### config.mk
export PLATFORM = sky130hd
export DESIGN_NAME = led_bit_encoder
export DESIGN_NICKNAME = d
export VERILOG_FILES = /design/src/rtl/led_enc_pkg.sv /design/src/rtl/led_word_fifo.sv /design/src/rtl/led_slot_timer.sv /design/src/rtl/led_frame_fsm.sv /design/src/rtl/led_bit_encoder.sv
export SDC_FILE = /design/constraint.sdc
export NUM_CORES = 1
export LEC_CHECK = 0
export ABC_AREA = 1
export BUFFER_PORTS_ARGS = -buffer_cell sky130_fd_sc_hd__buf_2
export CORE_MARGIN = 3
export CORE_UTILIZATION = 65
export CTS_BUF_LIST = sky130_fd_sc_hd__clkbuf_8 sky130_fd_sc_hd__clkbuf_16
export DETAILED_ROUTE_END_ITERATION = 8
export GPL_TIMING_DRIVEN = 0
export PLACE_DENSITY = 0.81
export SLEW_MARGIN = 5
export SYNTH_ARGS = -nofsm -noshare
export SYNTH_HDL_FRONTEND = slang
export SYNTH_HIERARCHICAL = 1
export SYNTH_SLANG_ARGS = --single-unit
### constraint.sdc
create_clock -name clk -period 7.1 [get_ports clk]
set_input_delay 0.71 -clock clk [delete_from_list [all_inputs] [get_ports clk]]
set_output_delay 0.71 -clock clk [all_outputs]
set_load 0.05 [all_outputs]
### src/rtl/led_enc_pkg.sv
package led_enc_pkg;

    localparam int unsigned PIX_W = 32;
    localparam int unsigned RGB_W = 24;

    typedef enum logic [1:0] {
        FR_IDLE = 2'd0,
        FR_SEND = 2'd1,
        FR_GAP  = 2'd2
    } frame_state_e;

    // Left-justify a pixel word so the first bit to send is always bit PIX_W-1.
    function automatic logic [PIX_W-1:0] align_pixel(input logic [PIX_W-1:0] raw,
                                                     input logic wide);
        return wide ? raw : {raw[RGB_W-1:0], {(PIX_W-RGB_W){1'b0}}};
    endfunction

    // Index of the first bit sent, counting down to zero.
    function automatic logic [4:0] top_bit(input logic wide);
        return wide ? 5'(PIX_W-1) : 5'(RGB_W-1);
    endfunction

endpackage

### src/rtl/led_word_fifo.sv
module led_word_fifo #(
    parameter  int unsigned DEPTH = 8,
    localparam int unsigned LVL_W = $clog2(DEPTH+1),
    localparam int unsigned PTR_W = (DEPTH > 1) ? $clog2(DEPTH) : 1
) (
    input  logic                          clk,
    input  logic                          rst_n,
    input  logic                          push,
    input  logic [led_enc_pkg::PIX_W-1:0] push_data,
    input  logic                          pop,
    output logic [led_enc_pkg::PIX_W-1:0] head,
    output logic                          empty,
    output logic                          full,
    output logic [LVL_W-1:0]              level
);
    import led_enc_pkg::*;

    typedef struct packed {
        logic [DEPTH-1:0][PIX_W-1:0] mem;
        logic [PTR_W-1:0]            wp;
        logic [PTR_W-1:0]            rp;
        logic [LVL_W-1:0]            lvl;
    } fifo_s;

    fifo_s q, d;

    function automatic logic [PTR_W-1:0] bump(input logic [PTR_W-1:0] p);
        return (p == PTR_W'(DEPTH-1)) ? '0 : p + PTR_W'(1);
    endfunction

    always_comb begin
        d = q;
        if (push) begin
            d.mem[q.wp] = push_data;
            d.wp        = bump(q.wp);
        end
        if (pop) begin
            d.rp = bump(q.rp);
        end
        d.lvl = q.lvl + LVL_W'(push) - LVL_W'(pop);
    end

    always_ff @(posedge clk or negedge rst_n) begin
        if (!rst_n) q <= '0;
        else        q <= d;
    end

    assign head  = q.mem[q.rp];
    assign empty = (q.lvl == '0);
    assign full  = (q.lvl == LVL_W'(DEPTH));
    assign level = q.lvl;

    // the count moves only by accepted writes and pops
    a_r5_level_tracks: assert property (@(posedge clk) disable iff (!rst_n)
        1'b1 |=> (q.lvl == $past(q.lvl) + LVL_W'($past(push)) - LVL_W'($past(pop))));

    // never more words than storage
    a_r5_level_bound: assert property (@(posedge clk) disable iff (!rst_n)
        q.lvl <= LVL_W'(DEPTH));

endmodule

### src/rtl/led_slot_timer.sv
module led_slot_timer #(
    parameter  int unsigned SLOT_CLKS = 20,
    localparam int unsigned CW = (SLOT_CLKS > 1) ? $clog2(SLOT_CLKS) : 1
) (
    input  logic clk,
    input  logic rst_n,
    input  logic run,
    output logic tick
);
    typedef struct packed {
        logic [CW-1:0] cnt;
    } tmr_s;

    tmr_s q, d;

    always_comb begin
        tick = run && (q.cnt == CW'(SLOT_CLKS-1));
        d    = q;
        if (!run || tick) d.cnt = '0;
        else              d.cnt = q.cnt + CW'(1);
    end

    always_ff @(posedge clk or negedge rst_n) begin
        if (!rst_n) q <= '0;
        else        q <= d;
    end

    // slot counter stays inside one slot length
    a_r2_cnt_range: assert property (@(posedge clk) disable iff (!rst_n)
        q.cnt <= CW'(SLOT_CLKS-1));

    // counter restarts from zero whenever the line is not sending
    a_r2_idle_clear: assert property (@(posedge clk) disable iff (!rst_n)
        !run |=> (q.cnt == '0));

endmodule

### src/rtl/led_frame_fsm.sv
module led_frame_fsm #(
    parameter  int unsigned GAP_CLKS = 2400,
    localparam int unsigned GW = (GAP_CLKS > 1) ? $clog2(GAP_CLKS) : 1
) (
    input  logic                          clk,
    input  logic                          rst_n,
    input  logic                          tick,
    input  logic                          fifo_empty,
    input  logic [led_enc_pkg::PIX_W-1:0] head,
    input  logic                          mode_wide,
    output logic                          pop,
    output logic                          run,
    output logic                          busy,
    output logic                          dout
);
    import led_enc_pkg::*;

    typedef struct packed {
        frame_state_e      st;
        logic [1:0]        slot;
        logic [4:0]        bit_idx;
        logic [PIX_W-1:0]  shreg;
        logic [GW-1:0]     gap;
        logic              dout;
    } fsm_s;

    fsm_s q, d;
    logic take;

    always_comb begin
        d    = q;
        take = 1'b0;
        unique case (q.st)
            FR_IDLE: begin
                take = !fifo_empty;
            end
            FR_SEND: begin
                if (tick) begin
                    if (q.slot != 2'd2) begin
                        d.slot = q.slot + 2'd1;
                    end else if (q.bit_idx != 5'd0) begin
                        d.slot    = 2'd0;
                        d.bit_idx = q.bit_idx - 5'd1;
                        d.shreg   = q.shreg << 1;
                    end else if (!fifo_empty) begin
                        take = 1'b1;
                    end else begin
                        d.st  = FR_GAP;
                        d.gap = '0;
                    end
                end
            end
            FR_GAP: begin
                if (q.gap == GW'(GAP_CLKS-1)) d.st  = FR_IDLE;
                else                          d.gap = q.gap + GW'(1);
            end
            default: d.st = FR_IDLE;
        endcase

        if (take) begin
            d.st      = FR_SEND;
            d.slot    = 2'd0;
            d.bit_idx = top_bit(mode_wide);
            d.shreg   = align_pixel(head, mode_wide);
        end
        pop    = take;
        d.dout = (d.st == FR_SEND) &&
                 ((d.slot == 2'd0) || ((d.slot == 2'd1) && d.shreg[PIX_W-1]));
    end

    always_ff @(posedge clk or negedge rst_n) begin
        if (!rst_n) q <= '0;
        else        q <= d;
    end

    assign run  = (q.st == FR_SEND);
    assign busy = (q.st != FR_IDLE);
    assign dout = q.dout;

    // the line only rises at the start of a first slot
    a_r2_rise_at_slot0: assert property (@(posedge clk) disable iff (!rst_n)
        $rose(q.dout) |-> (q.st == FR_SEND && q.slot == 2'd0));

    // quiet line outside transmission
    a_r7_low_outside_send: assert property (@(posedge clk) disable iff (!rst_n)
        (q.st != FR_SEND) |-> !q.dout);

    // busy is released only at the end of a latch gap
    a_r7_busy_after_gap: assert property (@(posedge clk) disable iff (!rst_n)
        $fell(busy) |-> ($past(q.st) == FR_GAP));

endmodule

### src/rtl/led_bit_encoder.sv
module led_bit_encoder #(
    parameter  int unsigned SLOT_CLKS  = 20,
    parameter  int unsigned GAP_CLKS   = 2400,
    parameter  int unsigned FIFO_DEPTH = 8,
    localparam int unsigned LVL_W      = $clog2(FIFO_DEPTH+1)
) (
    input  logic             clk,
    input  logic             rst_n,
    input  logic             wr_valid,
    input  logic [31:0]      wr_data,
    output logic             wr_ready,
    input  logic             mode_rgbw,
    input  logic [LVL_W-1:0] ae_level,
    output logic             irq_low,
    output logic             busy,
    output logic             dout
);
    import led_enc_pkg::*;

    logic             fifo_empty, fifo_full, pop, run, tick, push;
    logic [PIX_W-1:0] head;
    logic [LVL_W-1:0] fifo_lvl;

    assign wr_ready = !fifo_full;
    assign push     = wr_valid && wr_ready;
    assign irq_low  = (fifo_lvl < ae_level);

    led_word_fifo #(.DEPTH(FIFO_DEPTH)) u_fifo (
        .clk       (clk),
        .rst_n     (rst_n),
        .push      (push),
        .push_data (wr_data),
        .pop       (pop),
        .head      (head),
        .empty     (fifo_empty),
        .full      (fifo_full),
        .level     (fifo_lvl)
    );

    led_slot_timer #(.SLOT_CLKS(SLOT_CLKS)) u_timer (
        .clk   (clk),
        .rst_n (rst_n),
        .run   (run),
        .tick  (tick)
    );

    led_frame_fsm #(.GAP_CLKS(GAP_CLKS)) u_fsm (
        .clk        (clk),
        .rst_n      (rst_n),
        .tick       (tick),
        .fifo_empty (fifo_empty),
        .head       (head),
        .mode_wide  (mode_rgbw),
        .pop        (pop),
        .run        (run),
        .busy       (busy),
        .dout       (dout)
    );

    // a word is taken only when the queue holds one
    a_r6_pop_needs_data: assert property (@(posedge clk) disable iff (!rst_n)
        pop |-> !fifo_empty);

    // busy never drops while the slot timer is running
    a_r7_busy_covers_run: assert property (@(posedge clk) disable iff (!rst_n)
        run |-> busy);

endmodule

==> results.md <==
- CP Cell Sequence: inv_1 -> ha_1 -> nor3b_1 -> or2_4 -> nand2_8 -> buf_2 -> ha_1 -> inv_1 -> ha_1 -> inv_1 -> fa_1 -> xnor2_1
- Starting Density: between 60% and 70%
- Setup crit end: u_fifo/level[2]
- CTS clk-pin slew, worst paths: ~0.06 ns
- Endpoint class of the critical path: register
- Slowest cell delay on critical path: ~0.61 ns
- Ports: 44
- ANT cells: 0
- Final #Nets: roughly 2400
- Final Total Pwr: 6.58 mW
- Die X: around 170 um
- Inserted Clock Buffers: 35
- CTS hold repair buffers: 0
- Syn Inst Count: around 2200
- Ys Warns: 6
- Post-Syn Area per Cell: ~7.4 um^2
- Area of the die: about 27000 um^2
- Leakage: about 10 nW
- Async SR Flop Fraction: 100%
- GP Congestion: ~0.94
- Internal: between 4 and 5 mW
- Required @ worst endpoint: about 7.5 ns
- Final worst-path cycle share: about 44%
- Area growth, synth to finish: 10.9%
- CTS Root Cell: clkbuf_16
- Worst reg2reg path endpoint: u_fifo/level[2]
- # clock sinks: about 330
- Post-synthesis sequential area ratio: 49.2%
- Fin crit period: around 3.1 ns
- Drt first-iter violations: 2017
- Vias in the first global route: about 14000
- WL/cell: between 15 and 20 um
- First-pass GRT wire length: 73800 um
- Max-slew headroom: between 30% and 40%
- Logic gate share of total power: just under 30%
- Setup Crit Path Kind: register to register
- Worst Tran Pin Value: around 0.91 ns
- Number of flops mapped to enable cells by yosys: 0
- Fin. Hold Viols: 0
- Detail Route Antenna Nets: 0
- R2R Setup Slk: 4.00 ns
- Placed cells: about 2600
- Synth cell types: 47
- Switching Share: between 30 and 40%
- Outcome: finished clean
- Port buffer count: 42
- Row count: 57
- Total grt overflow: 0
- RSZ-0062 raised after global routing: false
- Layout cells sized above 1: ~8.3%
- Clock share of power: approximately a quarter
- Flip-flop and latch area: a little over 8000 um^2
- CP Data Arrival Time: 3.49 ns
- Routed wire length: roughly 47000 um
- H-Tree Depth: 2
- Seq pwr share: roughly 44%
- GRT Util Overall: about a third
- CP max-delay cell: nor3b_1
- # resized after CTS: 0
- Clk_lat worst skew: approximately 0.52 ns
- Register bit total from synthesis: 325
- Ys flop type: dfrtp_1
- Cell Area, Synth: between 15000 and 20000 um^2
- Pins Over Slew Limit: 0
- Power density cells: between 300 and 400 nW/um^2
- Die Ht: ~170 um
- Critical path startpoint category: register
- Maxcap violations: 0
- Critical Path Start: u_fifo/level[2]
- Initial antenna violation count: 0
- TritonCTS clock tree: built
- Setup_tns: 0 ns
- Core area: roughly 25000 um^2
- Final non-filler cell total: between 2000 and 3000
- Reg-to-Reg Start: u_fifo/level[2]
- Clk_skew: roughly 0.0086 ns
- Fill cell count: just under 2000
- Switch Pwr: 2.35 mW
- DR vias: approximately 15000
- Post-CTS setup repair buffer count: 0
- Final Setup Violations: 0
- Dpl hpwl: 31900 um
- Longest Clk Path Bufs: 3
- Largest net degree at the start of global routing: about 100
- Register-to-Register Path Depth: 12
- Worst VDD drop: ~0.00026 V
- Area of the multi-input gates: about 6500 um^2
- Mapped Nets: roughly 2300
- Routed vias/inst: 5.70
- # DRC: 0
- F_max: between 300 and 400 MHz
- Pre-Repair DR Iteration Count: 8
- Largest fanout on the critical path: 16
- Min-delay worst type: primary input to async pin
[critical path, delay by kind of cell (launching register included)]
kind | cells | cell delay [ns]
XOR/XNOR | 1 | 0.14
flip-flops | 1 | 0.37
buffers and inverters | 4 | 0.46
AND/OR/NAND/NOR | 3 | 1.00
adder cells (fa/ha/maj) | 4 | 1.00
[cells in the mapped netlist, types with 7 or more instances]
cell	instances	area [um^2]
a21oi_1	15	75.1
buf_1	10	37.5
buf_2	33	165
buf_4	10	75.1
clkbuf_1	57	214
dfrtp_1	325	8130
ha_1	17	213
inv_1	344	1290
inv_2	8	30.0
mux2i_1	7	70.1
nand2_1	804	3020
nand2_2	15	93.8
nand3_1	186	931
nand4_1	10	62.6
nor2_1	33	124
o21ai_0	273	1370
o21ai_1	8	40.0
or2_0	19	119
[power by group through the flow]
stage / Combinational [mW] / Sequential, mW / Clock (mW)
2_1_floorplan: 1.37 / 2.83 / 0
4_1_cts: 1.90 / 2.89 / 1.75
5_1_grt: 2.22 / 2.98 / 1.83
3_5_place_dp: 1.87 / 2.91 / 0
6_report: 1.93 / 2.91 / 1.74
3_3_place_gp: 1.77 / 2.88 / 0
[kinds of logic after synthesis]
group / after synthesis / share of synthesized area (%)
adder cells (fa/ha/maj): 18 / 1.41
AND/OR/NAND/NOR: 1093 / 27.9
multiplexers: 7 / 0.424
XOR/XNOR: 7 / 0.371
buffers and inverters: 471 / 11.4
AO/OA/AOI/OAI: 304 / 9.33
flip-flops: 325 / 49.2
[sequential cells by signal, summed over array words and instances, names as in the netlist]
name,count
u_fifo/level,4
u_fifo/q,262
u_fsm/dout,1
u_fsm/q,53
u_timer/q,5
[placed cells by master (no fill, tap or decap), drive strengths merged, types with 6 or more instances in the layout]
| cell | instances |
|---|---|
| a21oi | 16 |
| buf | 102 |
| clkbuf | 104 |
| clkinv | 6 |
| dfrtp | 325 |
| ha | 17 |
| inv | 364 |
| mux2i | 7 |
| nand2 | 822 |
| nand3 | 189 |
| nand4 | 11 |
| nor2 | 42 |
| o21ai | 281 |
| or2 | 23 |
[layout make-up]
| type | instances | share of cell area, % |
|---|---|---|
| Clock buffer | 44 | 5.57 |
| Clock inverter | 16 | 0.409 |
| Buffer | 117 | 3.01 |
| Multi-Input combinational cell | 1429 | 35.6 |
| Sequential cell | 325 | 44.3 |
| Inverter | 354 | 7.27 |
| Timing Repair Buffer | 45 | 1.65 |
| Tap cell | 324 | 2.21 |
[per-layer routing]
metal	routed length, um	track usage (%)	up-vias	part of all wire (%)
met1	18700	46.5	7187	40
li1	-	-	6997	-
met4	2020	15.0	0	4.3
met2	21700	56.0	781	46
met5	0	0	-	0
met3	4620	7.03	151	9.8
[through the flow]
step | instance area, um^2 | hold slack, ns | setup slack, ns | util [%]
after global routing | 18300 | 0.179 | 3.78 | 74.4
final | 18300 | 0.129 | 4.00 | 74.4
after detailed placement | 17300 | 0.473 | 3.95 | 69.9
after global placement | 17200 | 0.463 | -0.798 | 69.5
after CTS | 18300 | 0.170 | 3.93 | 74.4
after floorplan | 16500 | 0.414 | 4.43 | -
[worst min path at each step]
stage / startpoint / end / slack, ns / depth (start not counted)
2_1_floorplan: rst_n / u_fifo/level[0] / 0.41 / 0
3_3_place_gp: u_fsm/q[17] / u_fsm/q[17] / 0.46 / 2
3_5_place_dp: u_fifo/q[95] / u_fifo/q[95] / 0.47 / 2
4_1_cts: rst_n / u_fifo/level[3] / 0.17 / 1
5_1_grt: rst_n / u_fifo/level[1] / 0.18 / 1
6_report: rst_n / u_fifo/level[2] / 0.13 / 1
No activity file was read; power rests on OpenSTA's default activity.
